## src/rtl/trap_pkg.sv

```systemverilog
package trap_pkg;

    typedef enum logic [1:0] {
        LVL_NONE = 2'd0,
        LVL_I    = 2'd1,
        LVL_II   = 2'd2,
        LVL_III  = 2'd3
    } trap_lvl_e;

    localparam int unsigned TN_RESET  = 0;
    localparam int unsigned TN_RSV_LO = 11;
    localparam int unsigned TN_RSV_HI = 15;
    localparam int unsigned MIN_SHIFT = 2;

    // Number of class A cause idx (0-based)
    function automatic int unsigned class_a_num(input int unsigned idx);
        return 2 * (idx + 1);
    endfunction

    // Shared number of class B, placed after the last class A number
    function automatic int unsigned class_b_num(input int unsigned n_a);
        return 2 * (n_a + 1);
    endfunction

endpackage

```

## src/rtl/trap_flags.sv

```systemverilog
module trap_flags #(
    parameter  int unsigned NUM_A  = 4,
    parameter  int unsigned NUM_B  = 5,
    localparam int unsigned FLAG_W = NUM_A + NUM_B
) (
    input  logic              clk,
    input  logic              rst_n,
    input  logic              rst_req_i,
    input  logic [NUM_A-1:0]  a_req_i,
    input  logic [NUM_B-1:0]  b_req_i,
    input  logic              clr_we_i,
    input  logic [FLAG_W-1:0] clr_data_i,
    input  logic              grant_rst_i,
    input  logic [NUM_A-1:0]  grant_a_i,
    input  logic              grant_b_i,
    output logic [FLAG_W-1:0] flags_o,
    output logic              pend_rst_o,
    output logic [NUM_A-1:0]  pend_a_o,
    output logic              pend_b_o
);

    typedef struct packed {
        logic [FLAG_W-1:0] flags;
        logic              p_rst;
        logic [NUM_A-1:0]  p_a;
        logic              p_b;
    } flag_st_t;

    flag_st_t st_d, st_q;

    always_comb begin
        st_d = st_q;
        // clear first, new events win over the clear
        if (clr_we_i) begin
            st_d.flags = st_q.flags & ~clr_data_i;
        end
        st_d.flags = st_d.flags | {b_req_i, a_req_i};
        // pending bits: dropped when granted, re-armed by a new strobe
        st_d.p_rst = (st_q.p_rst & ~grant_rst_i) | rst_req_i;
        st_d.p_a   = (st_q.p_a & ~grant_a_i) | a_req_i;
        st_d.p_b   = (st_q.p_b & ~grant_b_i) | (|b_req_i);
    end

    always_ff @(posedge clk or negedge rst_n) begin
        if (!rst_n) begin
            st_q <= '0;
        end else begin
            st_q <= st_d;
        end
    end

    assign flags_o    = st_q.flags;
    assign pend_rst_o = st_q.p_rst;
    assign pend_a_o   = st_q.p_a;
    assign pend_b_o   = st_q.p_b;

endmodule

```

## src/rtl/trap_arbiter.sv

```systemverilog
module trap_arbiter
    import trap_pkg::*;
#(
    parameter int unsigned NUM_A = 4,
    parameter int unsigned NUM_W = 7
) (
    input  logic             pend_rst_i,
    input  logic [NUM_A-1:0] pend_a_i,
    input  logic             pend_b_i,
    input  logic             sw_pend_i,
    input  logic [NUM_W-1:0] sw_num_i,
    input  logic [2:0]       isv_i,
    output logic             win_o,
    output logic             win_sw_o,
    output trap_lvl_e        win_lvl_o,
    output logic [NUM_W-1:0] win_num_o,
    output logic             grant_rst_o,
    output logic [NUM_A-1:0] grant_a_o,
    output logic             grant_b_o
);

    trap_lvl_e        top_lvl;
    logic [NUM_A-1:0] a_first;
    logic             a_any;

    // highest level currently in service
    always_comb begin
        top_lvl = LVL_NONE;
        if (isv_i[2]) begin
            top_lvl = LVL_III;
        end else if (isv_i[1]) begin
            top_lvl = LVL_II;
        end else if (isv_i[0]) begin
            top_lvl = LVL_I;
        end
    end

    // lowest-numbered pending class A cause
    always_comb begin : pick_a
        logic seen;
        seen    = 1'b0;
        a_first = '0;
        for (int i = 0; i < NUM_A; i++) begin
            if (pend_a_i[i] && !seen) begin
                a_first[i] = 1'b1;
                seen       = 1'b1;
            end
        end
    end

    assign a_any = |pend_a_i;

    always_comb begin
        win_o       = 1'b0;
        win_sw_o    = 1'b0;
        win_lvl_o   = LVL_NONE;
        win_num_o   = '0;
        grant_rst_o = 1'b0;
        grant_a_o   = '0;
        grant_b_o   = 1'b0;
        if (pend_rst_i && (top_lvl < LVL_III)) begin
            win_o       = 1'b1;
            win_lvl_o   = LVL_III;
            win_num_o   = NUM_W'(TN_RESET);
            grant_rst_o = 1'b1;
        end else if (a_any && (top_lvl < LVL_II)) begin
            win_o     = 1'b1;
            win_lvl_o = LVL_II;
            grant_a_o = a_first;
            for (int i = 0; i < NUM_A; i++) begin
                if (a_first[i]) begin
                    win_num_o = NUM_W'(class_a_num(i));
                end
            end
        end else if (pend_b_i && (top_lvl < LVL_I)) begin
            win_o     = 1'b1;
            win_lvl_o = LVL_I;
            win_num_o = NUM_W'(class_b_num(NUM_A));
            grant_b_o = 1'b1;
        end else if (sw_pend_i) begin
            win_o     = 1'b1;
            win_sw_o  = 1'b1;
            win_num_o = sw_num_i;
        end
    end

endmodule

```

## src/rtl/trap_vector.sv

```systemverilog
module trap_vector
    import trap_pkg::*;
#(
    parameter  int unsigned SEG_W  = 8,
    parameter  int unsigned OFS_W  = 16,
    parameter  int unsigned NUM_W  = 7,
    localparam int unsigned ADDR_W = SEG_W + OFS_W,
    localparam int unsigned N_SC   = 4
) (
    input  logic [SEG_W-1:0]  seg_i,
    input  logic [1:0]        sc_i,
    input  logic [NUM_W-1:0]  num_i,
    output logic [ADDR_W-1:0] addr_o
);

    logic [OFS_W-1:0] ofs_opt [N_SC];

    for (genvar g = 0; g < N_SC; g++) begin : g_space
        assign ofs_opt[g] = OFS_W'(num_i) << (MIN_SHIFT + g);
    end

    assign addr_o = {seg_i, ofs_opt[sc_i]};

endmodule

```

## src/rtl/trap_ctrl.sv

```systemverilog
module trap_ctrl
    import trap_pkg::*;
#(
    parameter  int unsigned CPU_PRIO_W = 4,
    parameter  int unsigned SEG_W      = 8,
    parameter  int unsigned OFS_W      = 16,
    parameter  int unsigned NUM_W      = 7,
    parameter  int unsigned NUM_A      = 4,
    parameter  int unsigned NUM_B      = 5,
    localparam int unsigned FLAG_W     = NUM_A + NUM_B,
    localparam int unsigned ADDR_W     = SEG_W + OFS_W,
    localparam int unsigned RANK_W     = CPU_PRIO_W + 1
) (
    input  logic                  clk,
    input  logic                  rst_n,
    input  logic                  rst_req_i,
    input  logic [NUM_A-1:0]      a_req_i,
    input  logic [NUM_B-1:0]      b_req_i,
    input  logic                  sw_req_i,
    input  logic [NUM_W-1:0]      sw_num_i,
    input  logic [CPU_PRIO_W-1:0] cpu_prio_i,
    input  logic                  reti_i,
    input  logic                  flag_clr_we_i,
    input  logic [FLAG_W-1:0]     flag_clr_data_i,
    input  logic [SEG_W-1:0]      vec_seg_i,
    input  logic [1:0]            vec_sc_i,
    output logic                  take_o,
    output logic [NUM_W-1:0]      trap_num_o,
    output logic [ADDR_W-1:0]     vec_addr_o,
    output logic [RANK_W-1:0]     act_rank_o,
    output logic                  busy_o,
    output logic [FLAG_W-1:0]     flags_o
);

    localparam logic [RANK_W-1:0] HW_RANK0 = RANK_W'(1 << CPU_PRIO_W);

    typedef struct packed {
        logic [2:0]        isv;
        logic              sw_pend;
        logic [NUM_W-1:0]  sw_num;
        logic              take;
        logic [NUM_W-1:0]  num;
        logic [ADDR_W-1:0] addr;
        logic [RANK_W-1:0] rank;
    } ctl_st_t;

    ctl_st_t st_d, st_q;

    logic              pend_rst;
    logic [NUM_A-1:0]  pend_a;
    logic              pend_b;
    logic              win;
    logic              win_sw;
    trap_lvl_e         win_lvl;
    logic [NUM_W-1:0]  win_num;
    logic              grant_rst;
    logic [NUM_A-1:0]  grant_a;
    logic              grant_b;
    logic [ADDR_W-1:0] win_addr;
    logic [2:0]        isv_n;
    logic              sw_keep;
    logic              sw_rsv;

    trap_flags #(
        .NUM_A (NUM_A),
        .NUM_B (NUM_B)
    ) u_flags (
        .clk         (clk),
        .rst_n       (rst_n),
        .rst_req_i   (rst_req_i),
        .a_req_i     (a_req_i),
        .b_req_i     (b_req_i),
        .clr_we_i    (flag_clr_we_i),
        .clr_data_i  (flag_clr_data_i),
        .grant_rst_i (grant_rst),
        .grant_a_i   (grant_a),
        .grant_b_i   (grant_b),
        .flags_o     (flags_o),
        .pend_rst_o  (pend_rst),
        .pend_a_o    (pend_a),
        .pend_b_o    (pend_b)
    );

    trap_arbiter #(
        .NUM_A (NUM_A),
        .NUM_W (NUM_W)
    ) u_arb (
        .pend_rst_i  (pend_rst),
        .pend_a_i    (pend_a),
        .pend_b_i    (pend_b),
        .sw_pend_i   (st_q.sw_pend),
        .sw_num_i    (st_q.sw_num),
        .isv_i       (st_q.isv),
        .win_o       (win),
        .win_sw_o    (win_sw),
        .win_lvl_o   (win_lvl),
        .win_num_o   (win_num),
        .grant_rst_o (grant_rst),
        .grant_a_o   (grant_a),
        .grant_b_o   (grant_b)
    );

    trap_vector #(
        .SEG_W (SEG_W),
        .OFS_W (OFS_W),
        .NUM_W (NUM_W)
    ) u_vec (
        .seg_i  (vec_seg_i),
        .sc_i   (vec_sc_i),
        .num_i  (win_num),
        .addr_o (win_addr)
    );

    assign sw_rsv = (32'(sw_num_i) >= TN_RSV_LO) && (32'(sw_num_i) <= TN_RSV_HI);

    always_comb begin
        st_d      = st_q;
        st_d.take = 1'b0;

        // nesting mask: retire the top level, then mark a new hardware level
        isv_n = st_q.isv;
        if (reti_i) begin
            if (isv_n[2]) begin
                isv_n[2] = 1'b0;
            end else if (isv_n[1]) begin
                isv_n[1] = 1'b0;
            end else begin
                isv_n[0] = 1'b0;
            end
        end
        if (win && !win_sw) begin
            case (win_lvl)
                LVL_I:   isv_n[0] = 1'b1;
                LVL_II:  isv_n[1] = 1'b1;
                LVL_III: isv_n[2] = 1'b1;
                default: ;
            endcase
        end
        st_d.isv = isv_n;

        // single software slot
        sw_keep = st_q.sw_pend && !(win && win_sw);
        if (!sw_keep && sw_req_i && !sw_rsv) begin
            st_d.sw_pend = 1'b1;
            st_d.sw_num  = sw_num_i;
        end else begin
            st_d.sw_pend = sw_keep;
        end

        if (win) begin
            st_d.take = 1'b1;
            st_d.num  = win_num;
            st_d.addr = win_addr;
            if (win_sw) begin
                st_d.rank = RANK_W'(cpu_prio_i);
            end else begin
                st_d.rank = HW_RANK0 + RANK_W'(win_lvl) - RANK_W'(1);
            end
        end
    end

    always_ff @(posedge clk or negedge rst_n) begin
        if (!rst_n) begin
            st_q <= '0;
        end else begin
            st_q <= st_d;
        end
    end

    assign take_o     = st_q.take;
    assign trap_num_o = st_q.num;
    assign vec_addr_o = st_q.addr;
    assign act_rank_o = st_q.rank;
    assign busy_o     = |st_q.isv;

endmodule

```

## config.mk

```make
export PLATFORM = sky130hd
export DESIGN_NAME = trap_ctrl
export DESIGN_NICKNAME = d
export VERILOG_FILES = /design/src/rtl/trap_pkg.sv /design/src/rtl/trap_flags.sv /design/src/rtl/trap_arbiter.sv /design/src/rtl/trap_vector.sv /design/src/rtl/trap_ctrl.sv
export SDC_FILE = /design/constraint.sdc
export NUM_CORES = 1
export LEC_CHECK = 0
export ABC_CLOCK_PERIOD_IN_PS = 5670
export BUFFER_PORTS_ARGS = -buffer_cell sky130_fd_sc_hd__buf_2
export CAP_MARGIN = 20
export CORE_MARGIN = 3
export CORE_UTILIZATION = 50
export DETAILED_ROUTE_END_ITERATION = 8
export GPL_ROUTABILITY_DRIVEN = 0
export PLACE_DENSITY = 0.81
export SYNTH_ARGS = -nofsm -noshare
export SYNTH_HDL_FRONTEND = slang
export SYNTH_SLANG_ARGS = --single-unit
export TNS_END_PERCENT = 5
```

## constraint.sdc

```tcl
create_clock -name clk -period 5.67 [get_ports clk]
set_input_delay 0.8505 -clock clk [delete_from_list [all_inputs] [get_ports clk]]
set_output_delay 0.8505 -clock clk [all_outputs]
set_load 0.01 [all_outputs]
```

==> run_results.csv <==
group,metric,value,unit
status,status,"finished, final reports clean",
clock_tree,cts_buffers,9,
clock_tree,insertion_delay,0.33,ns
power,p_per_area,489,mW/mm²
global_routing,track_usage,19.7,%
logic_synthesis,synth_top_cell_area_share,48.9,%
place,pre_cts_slack,2.85,ns
global_routing,grt_pass1_vias,2108,
route,wl_per_cell,15.6,µm
power,pwr-share-clk,22.5,%
power,netSwitchingFraction,37.8,%
clock_tree,clk_path_buf_depth,2,
logic_synthesis,ys_seq_area_share,48.9,%
setup_path,end_kind,"register",
power,power_frac_seq,40.8,%
sta,fin_skew,0.00389,ns
logic_synthesis,post_synth_num_cell_types,48,
setup_path,cpPeakStageDelay,0.79,ns
sta,fin_tns_setup,0,ns
logic_synthesis,synth-main-ff-cell,"dfrtp_1",
setup_path,cp-start-kind,"register",
sta,relSlewSlack,31.2,%
die,dieArea,0.00679,mm²
clock_tree,cts-root-buf,"clkbuf_8",
die,die_x,82.4,µm
global_routing,grt_first_pass_wirelength,9960,µm
die,core,0.00557,mm²
setup_path,crit_buf_inv,1,
route,drtIter0Drc,138,
logic_synthesis,yosysWarnings,0,
layout,num_antenna_cells,0,
sta,rsz0062_at_grt,"no",
power,intPower,1010,µW
global_routing,grt_antenna_before_repair,0,
layout,multiInputGateArea,0.00114,mm²
die,ios,92,
logic_synthesis,synth_area,0.00292,mm²
logic_synthesis,synth-edff-count,0,
logic_synthesis,syn_inst,275,
clock_tree,cts_setup_buffers,0,
power,combPwrFrac,36.7,%
clock_tree,h-tree-depth,3,
worst_hold_path,hold_class,"register to register",
route,routed_via_density,5.36,
route,route.vias.total,2171,
clock_tree,cts_tree,"yes",
layout,regArea,0.00143,mm²
setup_path,worstPathRequired,5.88,ns
layout,final_layout_size_suffix_gt1_share,37.5,%
setup_path,cp_max_fo,19,
setup_path,cp_slowest_cell,"nor4b_1",
sta,setup_ws,2.80,ns
logic_synthesis,syn_avg_cell_area,10.6,µm²
route,ant_nets,0,
route,drc,0,
die,rows,27,
layout,num-fill-cells,485,
sta,drv_slew,0,
global_routing,grt-ovfl-total,0,
sta,finalHoldViolCount,0,
clock_tree,ctsResizeCount,0,
route,totalWireLength,6310,µm
global_routing,grt_max_degree,58,
setup_path,worstPathArrival,3.08,ns
clock_tree,cts_num_sinks,57,
logic_synthesis,yosys-top-cells-area,"dfrtp_1 (49%), buf_4 (9.3%), mux2_2 (3.9%), nand2_1 (3.9%), a21o_1 (3.6%)",
die,die_h,82.4,µm
place,port_buffers,85,
flow_run,maxCapViolations,0,
layout,nNetsFinal,376,
sta,post-route-period-util,50.6,%
clock_tree,clkSlewWorstSetupHoldPaths,0.06,ns
setup_path,worstSetupPathType,"register to register",
power,irDropWorstVdd,0.000206,V
setup_path,path_cells,"nor4b_1 > a211o_1 > nor2_8 > inv_2 > mux2_2",
sta,worstMarginPinSlew,1.03,ns
power,p_leak,0.00166,µW
place,dp_hpwl,4620,µm
logic_synthesis,async_reset_ff_share,100,%
layout,syn_to_final_growth,13.5,%
setup_path,path_delay_family,"simple AND/OR/NAND/NOR gates",
die,initial_core_util,52.3,%
logic_synthesis,ys_ff_latch,57,
logic_synthesis,yosysTopAreaCell,"dfrtp_1",
sta,setup_viol,0,
clock_tree,cts_hold_buf,0,
sta,fmax,348,MHz
power,p_sw,613,µW
route,first_pass_iters,4,
sta,layout_min_cycle_time,2.87,ns
## path summary, 6_finish.rpt
kind	start	endpoint	slack (ns)	cells after the start
max in group asynchronous	rst_n	vec_addr_o[16]	4.56	2
setup reg to reg	st_q[47]	vec_addr_o[16]	2.80	5
setup / recovery	st_q[47]	vec_addr_o[16]	2.80	5
hold / removal	u_flags.flags_o[1]	u_flags.flags_o[1]	0.47	1
hold reg to reg	u_flags.flags_o[1]	u_flags.flags_o[1]	0.47	1
min in group asynchronous	rst_n	u_flags.flags_o[2]	0.65	2
## area by class of cell
| class | instances | share of cell area (%) |
|---|---|---|
| clock buffer | 13 | 4.50 |
| clock inverter | 3 | 1.21 |
| inverter | 9 | 1.02 |
| multi-input combinational | 165 | 34.4 |
| sequential | 57 | 43.1 |
| tap | 72 | 2.72 |
| timing repair buffer | 86 | 13.1 |
## sequential cells by signal, indices dropped and copies added (netlist names)
| name | cells |
|---|---|
| trap_num_o | 7 |
| u_flags.flags_o | 9 |
| u_flags.pend_a_o | 4 |
| take_o | 1 |
| u_flags.pend_b_o | 1 |
| st_q | 11 |
| u_flags.pend_rst_o | 1 |
| vec_addr_o | 18 |
| act_rank_o | 5 |
## power groups by stage
stage	Combinational (µW)	Clock (µW)	Sequential [µW]
CTS	600	373	658
floorplan	560	0	601
global placement	574	0	657
detailed placement	594	0	665
global route	656	396	680
finish	594	365	661
## per-stage QoR
stage               hold slack, ns  std cells  utilization [%]  power (µW)  instance area (µm²)
CTS                          0.477        405             59.4        1630                 3310
detailed placement           0.463        389             56.0        1260                 3120
finish                       0.473        405             59.4        1620                 3310
floorplan                    0.448        280                -        1160                 2940
global route                 0.496        405             59.4        1730                 3310
global placement             0.454        389             56.0        1230                 3120
## layer usage
| layer | GRT usage (%) | share of wire [%] |
|---|---|---|
| met3 | 4.23 | 6.1 |
| met1 | 25.4 | 43 |
| met4 | 12.1 | 2.3 |
| met5 | 0 | 0 |
| met2 | 30.4 | 49 |
## logic make-up after synthesis
group	Yosys count	share of synthesized area [%]
mux	22	9.18
compound gates	63	15.8
flops	57	48.9
other cells	1	0.129
buf+inv	58	12.7
fa+ha+maj	3	1.29
simple gates	71	12.0
## cell usage in the layout (no fill, tap or decap), types with 4 or more instances in the layout
cell type,n
clkbuf_8,10
mux2_4,7
nand2_1,30
o21ai_0,13
dfrtp_1,57
nand3_1,6
inv_1,8
nand2b_1,4
mux2i_1,5
a211oi_1,5
conb_1,6
mux2_2,10
a21oi_1,11
a21o_1,14
buf_2,85
nor2_1,15
## synth_stat cells (2+ instances only)
master,number
dfrtp_1,57
buf_4,36
nand2_1,30
nor2_1,15
a21o_1,14
o21ai_0,13
a21oi_1,11
mux2_2,10
clkbuf_1,9
inv_1,8
mux2_4,7
nand3_1,6
a211oi_1,5
mux2i_1,5
nand2b_1,4
a211o_1,3
ha_1,3
a22o_1,2
and3_1,2
buf_2,2
buf_6,2
nor3_1,2
o2111ai_1,2
or4_1,2
or4b_2,2
Note: power is estimated with default switching activity, not from simulation.
